--- src/rtl/spi_stream_pkg.sv ---
// Shared types for the full-frame SPI pixel streamer.
// Assumes: nothing beyond IEEE 1800-2017 packages.
package spi_stream_pkg;

    // Frame sequencer phases
    typedef enum logic [2:0] {
        SQ_IDLE,    // waiting for a frame tick, chip select high
        SQ_CMD,     // window and memory-write command bytes
        SQ_PIX_HI,  // upper byte of the current pixel
        SQ_PIX_LO,  // lower byte of the current pixel
        SQ_DRAIN    // last byte on the wire, then deselect
    } seq_state_t;

    // Number of bytes in the per-frame command header
    localparam int unsigned HDR_BYTES = 11;

endpackage

--- src/rtl/frame_pacer.sv ---
// Free-running frame timer: pulses tick for one cycle every PERIOD cycles.
// Assumes: PERIOD >= 2; no external sync source exists.
module frame_pacer #(
    parameter int unsigned PERIOD = 1_666_666
) (
    input  logic clk,
    input  logic rst_n,
    output logic tick
);
    localparam int unsigned CW = $clog2(PERIOD);

    logic [CW-1:0] cnt;

    // Count cycles within a frame period and wrap
    always_ff @(posedge clk) begin
        if (!rst_n)
            cnt <= '0;
        else if (cnt == CW'(PERIOD - 1))
            cnt <= '0;
        else
            cnt <= cnt + 1'b1;
    end

    assign tick = (cnt == CW'(PERIOD - 1));

endmodule

--- src/rtl/byte_serializer.sv ---
// Mode-0 byte shifter: loads one byte plus its D/C flag and shifts it out
// MSB first, each SCLK phase lasting HALF clocks. SCLK rests low when idle.
// Assumes: load is only raised while ready is high.
module byte_serializer #(
    parameter int unsigned HALF = 2
) (
    input  logic       clk,
    input  logic       rst_n,
    input  logic       load,
    input  logic [7:0] ld_data,
    input  logic       ld_dc,
    output logic       ready,
    output logic       sclk,
    output logic       mosi,
    output logic       dc
);
    localparam int unsigned CW = (HALF > 1) ? $clog2(HALF) : 1;

    logic          busy;
    logic [7:0]    shreg;
    logic [2:0]    bitn;
    logic [CW-1:0] phase_cnt;

    // Load, time the clock phases and shift on falling edges
    always_ff @(posedge clk) begin
        if (!rst_n) begin
            busy      <= 1'b0;
            shreg     <= '0;
            bitn      <= '0;
            phase_cnt <= '0;
            sclk      <= 1'b0;
            dc        <= 1'b1;
        end else if (load && !busy) begin
            busy      <= 1'b1;
            shreg     <= ld_data;
            bitn      <= '0;
            phase_cnt <= '0;
            sclk      <= 1'b0;
            dc        <= ld_dc;
        end else if (busy) begin
            if (phase_cnt == CW'(HALF - 1)) begin
                phase_cnt <= '0;
                if (!sclk) begin
                    sclk <= 1'b1;
                end else begin
                    sclk <= 1'b0;
                    if (bitn == 3'd7)
                        busy <= 1'b0;
                    else begin
                        bitn  <= bitn + 1'b1;
                        shreg <= {shreg[6:0], 1'b0};
                    end
                end
            end else begin
                phase_cnt <= phase_cnt + 1'b1;
            end
        end
    end

    assign ready = !busy;
    assign mosi  = shreg[7];

endmodule

--- src/rtl/frame_sequencer.sv ---
// Frame sequencer: on a tick (or a pending one) lowers chip select, issues
// the full-screen window header and memory-write opcode, then feeds
// H_PIXELS*V_PIXELS pixels high byte first, and deselects after the last bit.
// Assumes: the serializer accepts a byte only when its ready is high.
module frame_sequencer
    import spi_stream_pkg::*;
#(
    parameter int unsigned H_PIXELS = 160,
    parameter int unsigned V_PIXELS = 128,
    parameter logic [7:0]  OP_COLS  = 8'h2A,
    parameter logic [7:0]  OP_ROWS  = 8'h2B,
    parameter logic [7:0]  OP_WRITE = 8'h2C
) (
    input  logic        clk,
    input  logic        rst_n,
    input  logic        tick,
    input  logic        ser_ready,
    input  logic [15:0] pix_data,
    input  logic        pix_valid,
    output logic        pix_ready,
    output logic        ser_load,
    output logic [7:0]  ser_data,
    output logic        ser_dc,
    output logic        cs_n
);
    localparam int unsigned NPIX    = H_PIXELS * V_PIXELS;
    localparam int unsigned PW      = (NPIX > 2) ? $clog2(NPIX) : 1;
    localparam logic [15:0] COL_END = 16'(H_PIXELS - 1);
    localparam logic [15:0] ROW_END = 16'(V_PIXELS - 1);

    seq_state_t    state;
    logic [3:0]    hdr_idx;
    logic [PW-1:0] pix_cnt;
    logic [7:0]    lo_q;
    logic          pend;
    logic          start;
    logic          offer;

    // Header byte by position; the order is what the panel decodes
    function automatic logic [7:0] hdr_byte(input logic [3:0] i);
        case (i)
            4'd0:    hdr_byte = OP_COLS;
            4'd3:    hdr_byte = COL_END[15:8];
            4'd4:    hdr_byte = COL_END[7:0];
            4'd5:    hdr_byte = OP_ROWS;
            4'd8:    hdr_byte = ROW_END[15:8];
            4'd9:    hdr_byte = ROW_END[7:0];
            4'd10:   hdr_byte = OP_WRITE;
            default: hdr_byte = 8'h00;
        endcase
    endfunction

    // Opcode positions carry D/C low, all others high
    function automatic logic hdr_dc(input logic [3:0] i);
        hdr_dc = !(i == 4'd0 || i == 4'd5 || i == 4'd10);
    endfunction

    assign start = (state == SQ_IDLE) && (tick || pend);

    // Select the byte offered to the serializer in each phase
    always_comb begin
        offer    = 1'b0;
        ser_data = 8'h00;
        ser_dc   = 1'b1;
        case (state)
            SQ_CMD: begin
                offer    = 1'b1;
                ser_data = hdr_byte(hdr_idx);
                ser_dc   = hdr_dc(hdr_idx);
            end
            SQ_PIX_HI: begin
                offer    = pix_valid;
                ser_data = pix_data[15:8];
            end
            SQ_PIX_LO: begin
                offer    = 1'b1;
                ser_data = lo_q;
            end
            default: ;
        endcase
    end

    assign ser_load  = offer && ser_ready;
    assign pix_ready = (state == SQ_PIX_HI) && ser_ready;

    // Remember a tick that arrives while a frame is running
    always_ff @(posedge clk) begin
        if (!rst_n)
            pend <= 1'b0;
        else if (start)
            pend <= 1'b0;
        else if (tick)
            pend <= 1'b1;
    end

    // Advance through header, pixels and drain; drive chip select
    always_ff @(posedge clk) begin
        if (!rst_n) begin
            state   <= SQ_IDLE;
            hdr_idx <= '0;
            pix_cnt <= '0;
            lo_q    <= '0;
            cs_n    <= 1'b1;
        end else begin
            case (state)
                SQ_IDLE: if (start) begin
                    cs_n    <= 1'b0;
                    hdr_idx <= '0;
                    state   <= SQ_CMD;
                end
                SQ_CMD: if (ser_load) begin
                    if (hdr_idx == 4'(HDR_BYTES - 1)) begin
                        pix_cnt <= '0;
                        state   <= SQ_PIX_HI;
                    end else begin
                        hdr_idx <= hdr_idx + 1'b1;
                    end
                end
                SQ_PIX_HI: if (ser_load) begin
                    lo_q  <= pix_data[7:0];
                    state <= SQ_PIX_LO;
                end
                SQ_PIX_LO: if (ser_load) begin
                    if (pix_cnt == PW'(NPIX - 1))
                        state <= SQ_DRAIN;
                    else begin
                        pix_cnt <= pix_cnt + 1'b1;
                        state   <= SQ_PIX_HI;
                    end
                end
                SQ_DRAIN: if (ser_ready) begin
                    cs_n  <= 1'b1;
                    state <= SQ_IDLE;
                end
                default: state <= SQ_IDLE;
            endcase
        end
    end

endmodule

--- src/rtl/spi_frame_streamer.sv ---
// Top level: frame timer, frame sequencer and mode-0 byte shifter.
// Assumes: CLK_HZ and SCLK_MAX_HZ set the SCLK half period; FRAME_CLKS
// sets the frame rate and defaults to CLK_HZ / FPS.
module spi_frame_streamer #(
    parameter int unsigned CLK_HZ      = 50_000_000,
    parameter int unsigned SCLK_MAX_HZ = 20_000_000,
    parameter int unsigned FPS         = 30,
    parameter int unsigned FRAME_CLKS  = CLK_HZ / FPS,
    parameter int unsigned H_PIXELS    = 160,
    parameter int unsigned V_PIXELS    = 128
) (
    input  logic        clk,
    input  logic        rst_n,
    input  logic [15:0] pix_data,
    input  logic        pix_valid,
    output logic        pix_ready,
    output logic        spi_sclk,
    output logic        spi_mosi,
    output logic        spi_cs_n,
    output logic        spi_dc
);
    localparam int unsigned HALF =
        (CLK_HZ + 2 * SCLK_MAX_HZ - 1) / (2 * SCLK_MAX_HZ);

    logic       tick;
    logic       ser_ready;
    logic       ser_load;
    logic [7:0] ser_data;
    logic       ser_dc;

    frame_pacer #(.PERIOD(FRAME_CLKS)) u_pacer (
        .clk   (clk),
        .rst_n (rst_n),
        .tick  (tick)
    );

    frame_sequencer #(
        .H_PIXELS (H_PIXELS),
        .V_PIXELS (V_PIXELS)
    ) u_seq (
        .clk       (clk),
        .rst_n     (rst_n),
        .tick      (tick),
        .ser_ready (ser_ready),
        .pix_data  (pix_data),
        .pix_valid (pix_valid),
        .pix_ready (pix_ready),
        .ser_load  (ser_load),
        .ser_data  (ser_data),
        .ser_dc    (ser_dc),
        .cs_n      (spi_cs_n)
    );

    byte_serializer #(.HALF(HALF)) u_ser (
        .clk     (clk),
        .rst_n   (rst_n),
        .load    (ser_load),
        .ld_data (ser_data),
        .ld_dc   (ser_dc),
        .ready   (ser_ready),
        .sclk    (spi_sclk),
        .mosi    (spi_mosi),
        .dc      (spi_dc)
    );

endmodule

--- config.mk ---
export PLATFORM = sky130hd
export DESIGN_NAME = spi_frame_streamer
export DESIGN_NICKNAME = d
export VERILOG_FILES = /design/src/rtl/spi_stream_pkg.sv /design/src/rtl/frame_pacer.sv /design/src/rtl/byte_serializer.sv /design/src/rtl/frame_sequencer.sv /design/src/rtl/spi_frame_streamer.sv
export SDC_FILE = /design/constraint.sdc
export NUM_CORES = 1
export LEC_CHECK = 0
export ABC_AREA = 0
export BUFFER_PORTS_ARGS = -buffer_cell sky130_fd_sc_hd__buf_2
export CAP_MARGIN = 40
export CELL_PAD_IN_SITES_DETAIL_PLACEMENT = 2
export CELL_PAD_IN_SITES_GLOBAL_PLACEMENT = 2
export CORE_MARGIN = 3
export CORE_UTILIZATION = 30
export CTS_BUF_LIST = sky130_fd_sc_hd__clkbuf_4 sky130_fd_sc_hd__clkbuf_8
export DETAILED_ROUTE_END_ITERATION = 10
export PLACE_DENSITY = 0.64
export SYNTH_ARGS = -nofsm -noshare
export SYNTH_HDL_FRONTEND = slang
export SYNTH_SLANG_ARGS = --single-unit
--- constraint.sdc ---
create_clock -name clk -period 2 [get_ports clk]
set_input_delay 0.4 -clock clk [delete_from_list [all_inputs] [get_ports clk]]
set_output_delay 0.4 -clock clk [all_outputs]
set_load 0.01 [all_outputs]
==> results.ini <==
[status]
status=complete, no violations

[setup_path]
cp.arrival_ns=2.14
worstPathRequired_ns=2.25
r2r-start=u_seq.hdr_idx[0]
crit_type=flop to flop
crit_fanout=6
cp-end-kind=flop
startpoint_type=flop
crit_path_start=u_seq.hdr_idx[0]

[detailed_routing]
via_count=3037
drt-met1-wl_um=4560
met3WireLength_um=284
drc=0
highest_layer=met4
postRouteAntennaNets=0
drtIter0Drc=104
drtPass1Iterations=4
wl_met2_um=4850
post_drt_wl_per_cell_um=16.7
via_per_inst=5.20
wl_um=9770

[clocking]
numCtsBuffers=9
clkLatencyLatePin_ns=0.36
cts_root_buf=clkbuf_8
postCtsHoldBufs=0
cts.htree.levels=3
tritoncts=done
ctsLongestPathBuffers=2
clk_pin_slew_ns=0.07
clock_sinks=68

[floorplan]
die_h_um=112
fp.dieW_um=112
pin_count=24
start_util=0.310
core_region_area_mm2=0.0109
row_count=38
dieArea_mm2=0.0126

[synthesis]
synth_edf_count=0
synth.area.top_cells=dfxtp_1, nor2_1, mux2i_1
synth_fp_nets=423
synthTopCellsByCount=dfxtp_1, nor2_1, nand2_1, nand3_1, a21oi_1
syn-instance-count=395
synth_seq_cells=68
synth_top_area_share=0.401
async_flop_share=0
synth.distinct_cells=49
synth-main-ff-cell=dfxtp_1
yosysSeqAreaShare=0.401
yosysMostFrequentCell=dfxtp_1
synth.yosys.warnings=0
avgSynthCellArea_um2=8.59
yosysTopAreaCell=dfxtp_1
synth_area_mm2=0.00339

[timing]
setup_viol=0
finalCritPeriodShare=0.945
tightest_slew_ns=0.618
finalHoldViolations=0
setup_tns_ns=0
slew_violations=0
period_needed_ns=1.89
slew_headroom=0.583
finalClockSkew_ns=0.00378
fmax_mhz=529

[final_layout]
synthToLayoutAreaGrowth_pct=19.9
drive_above_1_share=0.185
diodes=0
fin_nets=469

[power_and_ir_drop]
p_clk_frac=0.446
leakage_nw=1.59
swShare=0.220
report.power.total_mw=2.61
p_sw_mw=0.575
pwr-share-seq=0.524
cellPowerDensity_mw_per_mm2=641
p_int_mw=2.03
comb_power_share=0.030
ir_drop_uv=439

[global_route]
grt.overflow.total=0
antenna_found_initial=0
grt_use_total=0.163
grt_pass1_vias=3290
grt_pass1_wl_um=16500
grt_max_degree=24

[min_path]
min_path_type=input pin to flop
hp-start=pix_data[4]

[placement]
dp_hpwl_um=7130
portBuffers=23
gp_congestion=0.761

[run]
maxCapViolCount=0

[sequential cells by signal, summed over array words and instances, names as in the netlist]
signal and count:
u_ser.phase_cnt 1, u_seq.lo_q 8, u_seq.hdr_idx 4, u_pacer.cnt 21
u_ser.shreg 8, u_ser.bitn 3, u_seq.pix_cnt 15, u_ser.dc 1
u_seq.cs_n 1, u_seq.state 3, u_seq.pend 1, u_ser.busy 1
u_ser.sclk 1
[through the flow]
step                      std cells  hold slack [ns]  cell area [um^2]  setup slack (ns)  utilization
after global routing            584            0.274              4070          -0.00856        0.372
after global placement          563            0.469              3790             0.144        0.346
after CTS                       577            0.257              3990           0.00995        0.364
after detailed placement        563            0.485              3790            0.0227        0.346
after floorplan                 395            0.454              3390             0.242            -
final                           584            0.275              4070             0.110        0.372
[cell type report]
class | count | area, um^2
clock buffers | 12 | 159
clock inverters | 2 | 35.0
fillers | 1245 | 6870
inverters | 9 | 33.8
multi-input cells | 299 | 1940
flip-flops and latches | 68 | 1360
well taps | 140 | 175
repair buffers | 54 | 360
[layout by cell type, fill, tap and decap left out, types with 3 or more instances in the layout]
cell type / Yosys / routed
nand2_1: 22 / 22
and3_1: 3 / 3
nor4_1: 10 / 9
nand4_1: 12 / 12
a211oi_1: 3 / 3
xor2_1: 16 / 16
buf_2: 6 / 23
clkbuf_8: 0 / 11
or3_1: 5 / 5
a221oi_1: 7 / 7
nand3_1: 21 / 21
nor2b_1: 7 / 7
a31oi_1: 5 / 5
o21ai_0: 15 / 15
mux2i_1: 19 / 19
and4_1: 3 / 3
a21oi_1: 20 / 19
nand4b_1: 3 / 3
nor3_1: 10 / 10
buf_4: 1 / 30
xnor2_1: 14 / 14
dfxtp_1: 68 / 67
inv_1: 8 / 8
nand2b_1: 5 / 5
mux2_2: 4 / 4
nor2_1: 58 / 58
ha_1: 9 / 8
[logic make-up after synthesis]
| family | count (synthesis) | share of synthesized area |
|---|---|---|
| AO/OA/AOI/OAI | 66 | 0.129 |
| XOR/XNOR | 30 | 0.0774 |
| adder cells (fa/ha/maj) | 9 | 0.0332 |
| buffers and inverters | 29 | 0.0380 |
| flip-flops | 68 | 0.401 |
| multiplexers | 23 | 0.0693 |
| AND/OR/NAND/NOR | 170 | 0.252 |
[power groups by stage]
| stage | sequential [mW] | combinational (mW) | clock (mW) |
|---|---|---|---|
| finish | 1.37 | 0.0771 | 1.16 |
| global route | 1.37 | 0.0867 | 1.27 |
| CTS | 1.37 | 0.0794 | 1.22 |
| detailed placement | 1.40 | 0.0787 | 0 |
| global placement | 1.40 | 0.0770 | 0 |
| floorplan | 1.39 | 0.0342 | 0 |
[what timing repair did]
action                     4_1_cts  5_1_grt
setup endpoints to repair        2       25
pin swaps                        0        1
cloned                           0        1
gates resized for setup          1        5
setup buffers                    0        6
[worst paths after layout]
check	to	slack (ns)	depth (start not counted)
worst max-delay path	u_seq.pix_cnt[5]	0.11	9
worst min-delay path	u_seq.lo_q[4]	0.27	3
worst max register to register	u_seq.pix_cnt[5]	0.11	9
worst min register to register	u_seq.lo_q[4]	0.50	2
[critical path: stages (launching register included)]
cell,delay (ns)
dfxtp_1,0.31
inv_1,0.10
ha_2,0.20
and3b_2,0.28
buf_4,0.14
o211ai_2,0.13
buf_4,0.17
a2111oi_2,0.24
xnor2_1,0.16
nor2_1,0.05
[per-layer routing]
layer / track usage / up-vias
met5: 0 / -
met4: 0.0361 / 0
met3: 0.0566 / 4
met2: 0.278 / 20
met1: 0.200 / 1506
li1: - / 1507
(Power assumes the default switching activity.)
